**config.mk**
```make
export PLATFORM = sky130hd
export DESIGN_NAME = fcmp_flag_unit
export DESIGN_NICKNAME = d
export VERILOG_FILES = /design/src/rtl/fcmp_pkg.sv /design/src/rtl/fcmp_unpack.sv /design/src/rtl/fcmp_order.sv /design/src/rtl/fcmp_pred.sv /design/src/rtl/fcmp_flag_unit.sv
export SDC_FILE = /design/constraint.sdc
export NUM_CORES = 1
export LEC_CHECK = 0
export ABC_CLOCK_PERIOD_IN_PS = 800
export CELL_PAD_IN_SITES_DETAIL_PLACEMENT = 2
export CELL_PAD_IN_SITES_GLOBAL_PLACEMENT = 2
export CORE_ASPECT_RATIO = 1.4
export CORE_MARGIN = 5
export CORE_UTILIZATION = 20
export DETAILED_ROUTE_END_ITERATION = 10
export GPL_TIMING_DRIVEN = 0
export HOLD_SLACK_MARGIN = 0.06
export PLACE_DENSITY = 0.73
export SLEW_MARGIN = 20
export SYNTH_ARGS = -nofsm -noshare
export SYNTH_HDL_FRONTEND = slang
export SYNTH_SLANG_ARGS = --single-unit
```
**constraint.sdc**
```tcl
create_clock -name clk -period 0.8 [get_ports clk]
set_input_delay 0.16 -clock clk [delete_from_list [all_inputs] [get_ports clk]]
set_output_delay 0.16 -clock clk [all_outputs]
set_load 0.1 [all_outputs]
```
**src/rtl/fcmp_pkg.sv**
```systemverilog
package fcmp_pkg;

    localparam int WORD_W = 32;
    localparam int MAG_W  = 2 * WORD_W - 1;

    typedef enum logic [2:0] {
        CMP_LT = 3'd0,
        CMP_GT = 3'd1,
        CMP_EQ = 3'd2,
        CMP_LE = 3'd3,
        CMP_GE = 3'd4,
        CMP_NE = 3'd5
    } cmp_cond_e;

    // decoded view of one operand, aligned for ordering
    typedef struct packed {
        logic             sign;
        logic             is_nan;
        logic             is_zero;
        logic [MAG_W-1:0] mag;
    } fp_class_t;

    // relation of operand A to operand B
    typedef struct packed {
        logic lt;
        logic eq;
        logic gt;
        logic unord;
    } fp_rel_t;

    typedef struct packed {
        logic flag;
    } fcmp_state_t;

endpackage

```
**src/rtl/fcmp_unpack.sv**
```systemverilog
module fcmp_unpack
    import fcmp_pkg::*;
#(
    parameter int SP_EXP_W = 8,
    parameter int DP_EXP_W = 11
) (
    input  logic              dbl_i,
    input  logic [WORD_W-1:0] ev_i,
    input  logic [WORD_W-1:0] od_i,
    output fp_class_t         cls_o
);
    localparam int DW       = 2 * WORD_W;
    localparam int SP_MAN_W = WORD_W - 1 - SP_EXP_W;
    localparam int DP_MAN_W = DW - 1 - DP_EXP_W;
    localparam int SP_PAD   = MAG_W - (WORD_W - 1);

    logic [DW-1:0]       dp_word;
    logic [SP_EXP_W-1:0] sp_exp;
    logic [SP_MAN_W-1:0] sp_man;
    logic [DP_EXP_W-1:0] dp_exp;
    logic [DP_MAN_W-1:0] dp_man;

    always_comb begin
        dp_word = {ev_i, od_i};
        sp_exp  = ev_i[WORD_W-2 -: SP_EXP_W];
        sp_man  = ev_i[SP_MAN_W-1:0];
        dp_exp  = dp_word[DW-2 -: DP_EXP_W];
        dp_man  = dp_word[DP_MAN_W-1:0];
        cls_o.sign = ev_i[WORD_W-1];
        if (dbl_i) begin
            cls_o.is_nan  = (&dp_exp) && (|dp_man);
            cls_o.is_zero = ~|dp_word[DW-2:0];
            cls_o.mag     = dp_word[DW-2:0];
        end else begin
            cls_o.is_nan  = (&sp_exp) && (|sp_man);
            cls_o.is_zero = ~|ev_i[WORD_W-2:0];
            cls_o.mag     = {{SP_PAD{1'b0}}, ev_i[WORD_W-2:0]};
        end
    end

endmodule

```
**src/rtl/fcmp_order.sv**
```systemverilog
module fcmp_order
    import fcmp_pkg::*;
(
    input  fp_class_t a_i,
    input  fp_class_t b_i,
    output fp_rel_t   rel_o
);
    logic mag_lt;
    logic mag_eq;

    always_comb begin
        mag_lt = a_i.mag < b_i.mag;
        mag_eq = a_i.mag == b_i.mag;
        rel_o  = '0;
        if (a_i.is_nan || b_i.is_nan) begin
            rel_o.unord = 1'b1;
        end else if (a_i.is_zero && b_i.is_zero) begin
            rel_o.eq = 1'b1;
        end else if (a_i.sign != b_i.sign) begin
            rel_o.lt = a_i.sign;
            rel_o.gt = b_i.sign;
        end else if (mag_eq) begin
            rel_o.eq = 1'b1;
        end else if (!a_i.sign) begin
            rel_o.lt = mag_lt;
            rel_o.gt = !mag_lt;
        end else begin
            rel_o.lt = !mag_lt;
            rel_o.gt = mag_lt;
        end
    end

endmodule

```
**src/rtl/fcmp_pred.sv**
```systemverilog
module fcmp_pred
    import fcmp_pkg::*;
(
    input  logic [2:0] cond_i,
    input  fp_rel_t    rel_i,
    output logic       hit_o
);
    always_comb begin
        unique case (cond_i)
            CMP_LT:  hit_o = rel_i.lt;
            CMP_GT:  hit_o = rel_i.gt;
            CMP_EQ:  hit_o = rel_i.eq;
            CMP_LE:  hit_o = rel_i.lt | rel_i.eq;
            CMP_GE:  hit_o = rel_i.gt | rel_i.eq;
            CMP_NE:  hit_o = !rel_i.eq;
            default: hit_o = 1'b0;
        endcase
    end

endmodule

```
**src/rtl/fcmp_flag_unit.sv**
```systemverilog
module fcmp_flag_unit
    import fcmp_pkg::*;
#(
    parameter int SP_EXP_W = 8,
    parameter int DP_EXP_W = 11
) (
    input  logic              clk,
    input  logic              rst_n,
    input  logic              vld_i,
    input  logic              dbl_i,
    input  logic [2:0]        cond_i,
    input  logic [WORD_W-1:0] opa_ev_i,
    input  logic [WORD_W-1:0] opa_od_i,
    input  logic [WORD_W-1:0] opb_ev_i,
    input  logic [WORD_W-1:0] opb_od_i,
    output logic              flag_o
);
    localparam int N_OPS = 2;

    logic [WORD_W-1:0] ev_w [N_OPS];
    logic [WORD_W-1:0] od_w [N_OPS];
    fp_class_t         cls  [N_OPS];
    fp_rel_t           rel;
    logic              hit;
    fcmp_state_t       st_d;
    fcmp_state_t       st_q;

    always_comb begin
        ev_w[0] = opa_ev_i;
        od_w[0] = opa_od_i;
        ev_w[1] = opb_ev_i;
        od_w[1] = opb_od_i;
    end

    for (genvar g = 0; g < N_OPS; g++) begin : g_unpack
        fcmp_unpack #(
            .SP_EXP_W (SP_EXP_W),
            .DP_EXP_W (DP_EXP_W)
        ) u_unpack (
            .dbl_i (dbl_i),
            .ev_i  (ev_w[g]),
            .od_i  (od_w[g]),
            .cls_o (cls[g])
        );
    end

    fcmp_order u_order (
        .a_i   (cls[0]),
        .b_i   (cls[1]),
        .rel_o (rel)
    );

    fcmp_pred u_pred (
        .cond_i (cond_i),
        .rel_i  (rel),
        .hit_o  (hit)
    );

    always_comb begin
        st_d = st_q;
        if (vld_i) begin
            st_d.flag = hit;
        end
    end

    always_ff @(posedge clk or negedge rst_n) begin
        if (!rst_n) begin
            st_q <= '0;
        end else begin
            st_q <= st_d;
        end
    end

    assign flag_o = st_q.flag;

endmodule

```
# == Yosys cells after proc, flatten, opt, wreduce, memory -nomap -nowiden ==
# Index checks and enable logic that the tools add are counted.
# totals
register_bits,1
input_bits,135
output_inout_bits,1
word_cells,51
# op_classes
magnitude_cmp,1
eq_ne,7
mux,15
bitwise,2
n_reduce_logical,25
# op_table
operator,n
65-bit two-way mux,2
63-bit OR reduction,2
52-bit OR reduction,2
63-bit == test,1
63-bit less-than comparator,1
31-bit OR reduction,2
23-bit OR reduction,2
11-bit AND reduction,2
8-bit AND reduction,2
1-bit two-way mux,11
"3-bit by 2-bit == test with 1-bit output, second input constant",2
"3-bit == test, second input constant",2
1-bit logical NOT,6
1-bit case mux with 6 select lines,1
1-bit logical AND,5
"3-bit by 1-bit == test with 1-bit output, second input constant",1
3-bit logical NOT,1
3-bit two-way mux,1
1-bit bitwise OR,2
1-bit logical OR,1
1-bit != test,1

# == Logic depth before layout (Yosys ltp) ==
# Gate-level depths: netlist of the first run.
# depth
depth_word,12
depth_mapped,14
depth_no_buf,11

# == Cells and area by module ==
# From an unflattened synthesis of the first run, not the netlist that was laid out.
# unflattened
cells_unflattened,459
hier_area_um2,3510.9
# modules_own_cells
module,instances,cells_each,area_per_inst_um2,seq_area_each_um2
fcmp_order,1,239,1732.9,0.0
fcmp_unpack,2,105,842.1,0.0
fcmp_pred,1,8,53.8,0.0
fcmp_flag_unit,1,2,40.0,25.0

# == Worst setup path after synthesis of the first run ==
# OpenSTA, ideal clock, no wires.
# synth_timing
path_type,input to register
startpoint,in dbl_i
endpoint,"reg st_q, in the netlist flag_o"
setup_ns,0.132
arrival_time_ns,3.521
required_time_ns,0.668
path_slack_ns,-2.853
stages,14
path_buffers,3
cell_sequence,clkbuf_1 -> buf_1 -> clkbuf_1 -> mux2i_1 -> ha_1 -> nand4_1 -> or4_4 -> nor4b_4 -> nand3_2 -> o21ai_2 -> and3_1 -> o21ai_1 -> nor4_1 -> o22ai_1
# synth_between
elab_chain_cells,10
word_cells_on_any_way,23
classes_between,order compare: 1; eq/ne: 1; mux: 15; bitwise: 2; reduce/logical: 4
# synth_lines
item,line_no,rtl
"start, declared",fcmp_flag_unit.sv:10,"input logic dbl_i,"
65-bit two-way mux,fcmp_unpack.sv:30,if (dbl_i) begin
63-bit less-than comparator,fcmp_order.sv:12,mag_lt = a_i.mag < b_i.mag;
1-bit logical NOT,"fcmp_order.sv:26, fcmp_order.sv:28",
1-bit two-way mux,fcmp_order.sv:24,end else if (!a_i.sign) begin
1-bit two-way mux,fcmp_order.sv:22,end else if (mag_eq) begin
1-bit two-way mux,fcmp_order.sv:19,end else if (a_i.sign != b_i.sign) begin
1-bit two-way mux,fcmp_order.sv:17,end else if (a_i.is_zero && b_i.is_zero) begin
3-bit two-way mux *,fcmp_order.sv:15,if (a_i.is_nan || b_i.is_nan) begin
"1-bit bitwise OR, on equally long branches","fcmp_pred.sv:14, fcmp_pred.sv:13",
1-bit case mux with 6 select lines *,fcmp_pred.sv:9,unique case (cond_i)
"end signal, assigned",fcmp_flag_unit.sv:70,st_q <= st_d;
"end, declared",fcmp_flag_unit.sv:26,fcmp_state_t st_q;
# Mark *: on every way between the ends. The rest lies on a longest branch, timed or not.
# A chain may end at the register's enable or synchronous reset.

# == Worst setup path after layout of the first run ==
# layout_timing
startpoint,in opa_od_i[22]
endpoint,"reg st_q, in the netlist flag_o"
# layout_between
elab_chain_cells,10
word_cells_on_any_way,26
classes_between,order compare: 1; eq/ne: 1; mux: 14; bitwise: 2; reduce/logical: 8
# layout_lines
item,line_no,rtl
"start, declared",fcmp_flag_unit.sv:13,"input logic [WORD_W-1:0] opa_od_i,"
65-bit two-way mux *,fcmp_unpack.sv:30,
63-bit less-than comparator,fcmp_order.sv:12,
1-bit logical NOT,"fcmp_order.sv:26, fcmp_order.sv:28",
1-bit two-way mux,fcmp_order.sv:24,
1-bit two-way mux,fcmp_order.sv:22,
1-bit two-way mux,fcmp_order.sv:19,
1-bit two-way mux,fcmp_order.sv:17,
3-bit two-way mux *,fcmp_order.sv:15,
"1-bit bitwise OR, on equally long branches","fcmp_pred.sv:14, fcmp_pred.sv:13",
1-bit case mux with 6 select lines *,fcmp_pred.sv:9,
# Marks and branches as above.

==> flow_metrics.env, run 1 <==
export IMPL_cp_common_cell="o21ai_2"
export IMPL_synth_top_area_cell="ha_1"
export IMPL_crit_chain="clkdlybuf4s50_1 > mux2_4 > ha_4 > nand4_1 > or4_4 > nor4b_4 > nand3_2 > o21ai_2 > and3_1 > o21ai_2 > nor4_2 > o22ai_1"
export IMPL_largest_reg_flops=1
export IMPL_synthCells=395
export IMPL_syn_nets=593
export IMPL_cp_num_buf_inv=1
export IMPL_critPathSlowestCell="or4_4"
export IMPL_worstPathMaxFanout=5
export IMPL_hold_violations=0
export IMPL_wl_um=17000
export IMPL_gp_congestion=0.872
export IMPL_final_area_sq_um=5130
export IMPL_synth_top_area_share_pct=26.6
export IMPL_ant_nets=0
export IMPL_p_sw_share_pct=46.3
export IMPL_path_clk_slew_ns=0
export IMPL_io_buffers=135
export IMPL_dr_first_iter_drc_count=91
export IMPL_finalWorstSetupSlack_ns=-2.56
export IMPL_path_delay_family="simple AND/OR/NAND/NOR gates"
export IMPL_nets=747
export IMPL_final_common_cell="clkdlybuf4s50_1"
export IMPL_drc=0
export IMPL_postPlaceCellArea_sq_um=4800
export IMPL_worst_setup_path_start_kind="input port"
export IMPL_pwr_share_clk_pct=0
export IMPL_antennaDiodeCount=0
export IMPL_p_seq_share_pct=2.3
export IMPL_status="finished, violations left"
export IMPL_layout_drive_gt1_share_pct=17.0
export IMPL_initial_core_util_pct=20.4
export IMPL_worstPathRequired_ns=0.66
export IMPL_yosys_area_share_simple_pct=35.2
export IMPL_violations="setup timing"
export IMPL_ios=136
export IMPL_synth_fa_ha_area_share_pct=26.6
export IMPL_grt_max_degree=11
export IMPL_synth_area_per_cell_sq_um=7.50
export IMPL_max_stage_delay_ns=0.61
export IMPL_grt_pass1_vias=4594
export IMPL_min_path_type="input port to async pin"
export IMPL_end_kind="flip-flop"
export IMPL_synth_warnings=0
export IMPL_grt_pass1_wl_um=26100
export IMPL_die_w_um=113
export IMPL_grt_use_total_pct=18.9
export IMPL_synth_ff_latch_count=1
export IMPL_synth_compound_area_share_pct=12.5
export IMPL_max_freq_ghz=0.298
export IMPL_coreArea_sq_um=14500
export IMPL_vias=3852
export IMPL_rows=52
export IMPL_path_class="input port to flip-flop"
export IMPL_timing_final_crit_share_pct=419
export IMPL_layout_common_cells="123 x clkdlybuf4s50_1, 56 x nand2_1, 51 x ha_1, 32 x and2_1, 32 x nor4_1"
export IMPL_worstMarginPinSlew_ns=0.629
export IMPL_synth_area_mux_share_pct=22.3
export IMPL_fp_dieH_um=154
export IMPL_vias_per_cell=5.23
export IMPL_dpl_hpwl_um=14800
export IMPL_power_density_nw_per_um2=597
export IMPL_fin_worst_skew_ns=0
export IMPL_die_area_sq_um=17400
export IMPL_arrival_ns=3.22
export IMPL_clock_latency_ns=0
export IMPL_grt_ovfl_total=0
export IMPL_pwr_share_comb_pct=97.7
export IMPL_fillers=1636
export IMPL_synth_top_family_by_area="simple AND/OR/NAND/NOR gates"
export IMPL_yosys_top_cells_area="ha_1 27%, mux2_2 12%, mux2i_1 10%"
export IMPL_antenna_found_initial=0
export IMPL_yosysSeqAreaShare_pct=0.845
export IMPL_netlist_area_sq_um=2960
export IMPL_hold_worst_slack_ns=0.311
export IMPL_seq_area_sq_um=28.8
export IMPL_fin_crit_ns=3.36
export IMPL_intPower_uw=1650
export IMPL_p_sw_uw=1420
export IMPL_final_max_slew_viol_count=0
export IMPL_dr_pass1_iters=4
export IMPL_leakagePower_uw=0.00207
export IMPL_max_cap_viol_count=0
export IMPL_yosysUniqueCellTypes=40
export IMPL_drt_wirelength_per_cell_um=23.1
export IMPL_area_growth_syn_to_layout_pct=73.2
export IMPL_cts_hold_buf=0
export IMPL_final_util_pct=35.4
export IMPL_rsz0062_at_grt="yes"
export IMPL_synthXorXnorAreaFrac_pct=0.296
export IMPL_irDropWorstVdd_mv=0.168
export IMPL_multi_input_area_sq_um=3140
export IMPL_slew_headroom_pct=57.7
export IMPL_setup_viol=2
layout make-up:
class                           instances  share of cell area [%]
Buffer                                 14                    3.95
Inverter                                4                   0.293
Multi-Input combinational cell        376                    61.2
Sequential cell                         1                   0.561
Tap cell                              189                    4.61
Timing Repair Buffer                  152                    29.4
power by group through the flow:
| stage | logic, uW | registers (uW) | clock network [uW] |
|---|---|---|---|
| 5_1_grt | 3230 | 71.4 | 0 |
| 3_3_place_gp | 2660 | 65.6 | 0 |
| 6_report | 3000 | 70.6 | 0 |
| 4_1_cts | 2980 | 70.7 | 0 |
| 3_5_place_dp | 2760 | 66.9 | 0 |
| 2_1_floorplan | 1310 | 116 | 0 |
worst paths after layout:
path                               from      to  slack [ns]  cells past startpoint
min                               rst_n  flag_o        0.31                      1
max reg2reg                      flag_o  flag_o        0.06                      2
max in group asynchronous         rst_n  flag_o        0.38                      1
max                        opa_od_i[22]  flag_o       -2.56                     12
min reg2reg                      flag_o  flag_o        0.66                      2
min in group clk                 flag_o  flag_o        0.66                      2
Yosys cell counts:
| library cell | count |
|---|---|
| nand2_1 | 56 |
| o22ai_1 | 2 |
| mux2_2 | 31 |
| clkbuf_1 | 13 |
| nor3_1 | 5 |
| o41ai_1 | 1 |
| o21ai_0 | 14 |
| buf_1 | 1 |
| mux2i_1 | 31 |
| nor2b_1 | 1 |
| a21bo_1 | 1 |
| or4_4 | 1 |
| a211oi_1 | 1 |
| nand3_2 | 1 |
| nand3b_1 | 3 |
| o21ai_2 | 1 |
| nor3b_1 | 2 |
| o21ai_1 | 1 |
| nand2b_1 | 3 |
| ha_1 | 63 |
| and4b_1 | 1 |
| nor2_1 | 8 |
| nand4_1 | 21 |
| and2_1 | 32 |
| a221oi_1 | 5 |
| and2_0 | 1 |
| inv_1 | 4 |
| nand4_2 | 1 |
| o2111ai_1 | 1 |
| dfrtp_1 | 1 |
| a21oi_1 | 28 |
| xor2_1 | 1 |
| nand3_1 | 11 |
| nor4_1 | 34 |
| o31ai_1 | 1 |
| nor4b_4 | 1 |
| a31oi_1 | 3 |
| and3_1 | 1 |
| and4_1 | 4 |
| a21o_1 | 4 |
cells by family after synthesis:
group / Yosys count
and+or+nand+nor: 187
AOI/OAI and AO/OA: 63
adders and majority gates: 63
muxes: 62
buffers and inverters: 18
xor gates and xnor gates: 1
DFF: 1
through the flow:
step	power, uW	worst slack (ns)	instances	setup TNS [ns]
final	3070	-2.56	736	-2.56
after floorplan	1430	-2.07	395	-2.07
after global routing	3300	-2.67	736	-2.68
after global placement	2730	-3.58	719	-4.45
after CTS	3050	-2.61	734	-2.62
after detailed placement	2830	-3.61	719	-4.50
routing by layer:
metal,up-vias,wire length (um),GRT usage (%)
met4,0,484,4.01
met3,22,607,1.45
met5,-,0,0
met1,1868,6250,19.7
met2,114,9670,39.7
li1,1848,-,-
what timing repair did:
action | in CTS | in global routing
endpoints found under the setup margin | 2 | 2
pin swaps | 14 | 9
gates cloned | 2 | 0
setup buffers | 13 | 2
gates resized for setup | 58 | 9
Power figures use the tool's default switching activity.
==> inputs of run 2 (changes only) <==
SLEW_MARGIN = 40   (was 20)
==> run 2 against run 1 <==
Critical path type unchanged. Critical endpoint unchanged. Hold slack worse by 0.0018 ns. Routed wire length down 0.63%. Critical path depth grew 3. The run still ends with setup timing left.
==> flow_metrics.env, run 2 (synthesis results as in run 1) <==
export IMPL_status="finished, violations left"
export IMPL_violations="setup timing"
export IMPL_vias_per_cell=5.25
export IMPL_critPathSlowestCell="or4_4"
export IMPL_grt_ovfl_total=0
export IMPL_fillers=1636
export IMPL_grt_pass1_wl_um=26000
export IMPL_coreArea_sq_um=14500
export IMPL_arrival_ns=3.21
export IMPL_grt_busiest_layer="met2"
export IMPL_clock_latency_ns=0
export IMPL_grt_max_degree=11
export IMPL_nets=744
export IMPL_layout_common_cells="125 x clkdlybuf4s50_1, 56 x nand2_1, 51 x ha_1, 32 x and2_1, 32 x nor4_1"
export IMPL_rsz0062_at_grt="yes"
export IMPL_area_growth_syn_to_layout_pct=71.6
export IMPL_crit_chain="buf_8 > clkbuf_16 > buf_12 > buf_8 > mux2_4 > ha_4 > nand4_1 > or4_4 > nor4b_4 > nand3_2 > o21ai_2 > and3_4 > o21ai_2 > nor4_2 > o22ai_1"
export IMPL_rr_worst_depth=2
export IMPL_gp_congestion=0.872
export IMPL_end_kind="flip-flop"
export IMPL_final_util_pct=35.0
export IMPL_ff2ff_setup_slack_ns=0.05
export IMPL_final_area_sq_um=5080
export IMPL_antennaDiodeCount=0
export IMPL_fin_crit_ns=3.35
export IMPL_grtUsageMet1_pct=19.5
export IMPL_ant_nets=0
export IMPL_dr_first_iter_drc_count=130
export IMPL_worstPathRequired_ns=0.66
export IMPL_drt_wirelength_per_cell_um=23.1
export IMPL_final_common_cell="clkdlybuf4s50_1"
export IMPL_setup_viol=2
export IMPL_layout_drive_gt1_share_pct=16.5
export IMPL_slew_headroom_pct=54.2
export IMPL_hold_violations=0
export IMPL_worstPathMaxFanout=6
export IMPL_max_freq_ghz=0.299
export IMPL_die_area_sq_um=17400
export IMPL_max_stage_delay_ns=0.54
export IMPL_path_clk_slew_ns=0
export IMPL_dpl_hpwl_um=14800
export IMPL_antenna_found_initial=0
export IMPL_finalWorstSetupSlack_ns=-2.55
export IMPL_wl_um=16900
export IMPL_worstMarginPinSlew_ns=0.680
export IMPL_crit_start="dbl_i"
export IMPL_dp_slack_ns=-3.59
export IMPL_max_cap_viol_count=0
export IMPL_path_class="input port to flip-flop"
export IMPL_io_buffers=135
export IMPL_ios=136
export IMPL_multi_input_area_sq_um=3140
export IMPL_dr_pass1_iters=4
export IMPL_seq_area_sq_um=28.8
export IMPL_drc=0
export IMPL_fin_worst_skew_ns=0
export IMPL_min_path_type="input port to async pin"
export IMPL_power_density_nw_per_um2=597
export IMPL_met2_usage_pct=39.3
export IMPL_irDropWorstVdd_mv=0.190
export IMPL_power_total_uw=3030
export IMPL_postPlaceCellArea_sq_um=4790
export IMPL_vias=3849
export IMPL_grt_pass1_vias=4531
export IMPL_grt_use_total_pct=18.9
export IMPL_final_max_slew_viol_count=0
export IMPL_initial_core_util_pct=20.4
export IMPL_die_w_um=113
export IMPL_reg2reg_to="flag_o"
export IMPL_grt_use_met3_pct=1.61
export IMPL_largest_reg_flops=1
export IMPL_timing_final_crit_share_pct=418
export IMPL_r2r_start="flag_o"
export IMPL_leakagePower_uw=0.00202
export IMPL_rows=52
export IMPL_fp_dieH_um=154
export IMPL_worst_setup_path_start_kind="input port"
-- run 2: cell count changes in the layout (fill, tap and decap cells not counted), sizes merged --
| cell | before | now |
|---|---|---|
| buf | 20 | 16 |
| clkdlybuf4s50 | 123 | 125 |
| dlygate4sd2 | 9 | 7 |
| clkbuf | 13 | 14 |
-- run 2: per-stage QoR --
stage               hold slack, ns  cells  TNS [ns]
floorplan                   -0.136    395     -2.07
global placement             0.308    719     -4.45
detailed placement           0.311    719     -3.75
CTS                          0.311    733     -2.64
global route                 0.315    733     -2.66
finish                       0.309    733     -2.55
-- run 2: per-layer routing --
layer  share of wire, %  wire, um  up-vias
li1                   -         -     1838
met1                 37      6180     1862
met2                 57      9560      120
met3                3.5       585       29
met4                3.5       587        0
met5                  0         0        -
-- run 2: power breakdown --
| group | internal [uW] | total, uW | switching [uW] |
|---|---|---|---|
| logic | 1570 | 2960 | 1400 |
| clock network | 0 | 0 | 0 |
| registers | 62.8 | 69.9 | 7.16 |
| total | 1630 | 3030 | 1400 |
-- run 2: layout make-up --
| class | count | area share [%] |
|---|---|---|
| well taps | 189 | 4.65 |
| flip-flops and latches | 1 | 0.566 |
| plain buffers | 14 | 3.49 |
| repair buffers | 149 | 29.2 |
| multi-input cells | 376 | 61.8 |
| inverters | 4 | 0.295 |
-- run 2: repair_timing --
item                                    CTS  global route
hold buffers                              0             0
resized for setup                        47            11
pin swaps                                12             7
setup buffers                            13             0
gates cloned                              1             0
endpoints found under the setup margin    2             2
-- run 2: worst max-delay path, delay by kind of cell --
kind / cells / cell delay (ns)
AO/OA/AOI/OAI: 3 / 0.32
buffers and inverters: 4 / 0.53
multiplexers: 1 / 0.31
adder cells (fa/ha/maj): 1 / 0.27
AND/OR/NAND/NOR: 6 / 1.59
-- run 2: worst max-delay path by stage --
stage | slack [ns] | depth (start not counted) | to
3_3_place_gp | -3.58 | 15 | flag_o
3_5_place_dp | -3.59 | 15 | flag_o
6_report | -2.55 | 15 | flag_o
5_1_grt | -2.65 | 15 | flag_o
2_1_floorplan | -2.07 | 14 | flag_o
4_1_cts | -2.64 | 15 | flag_o
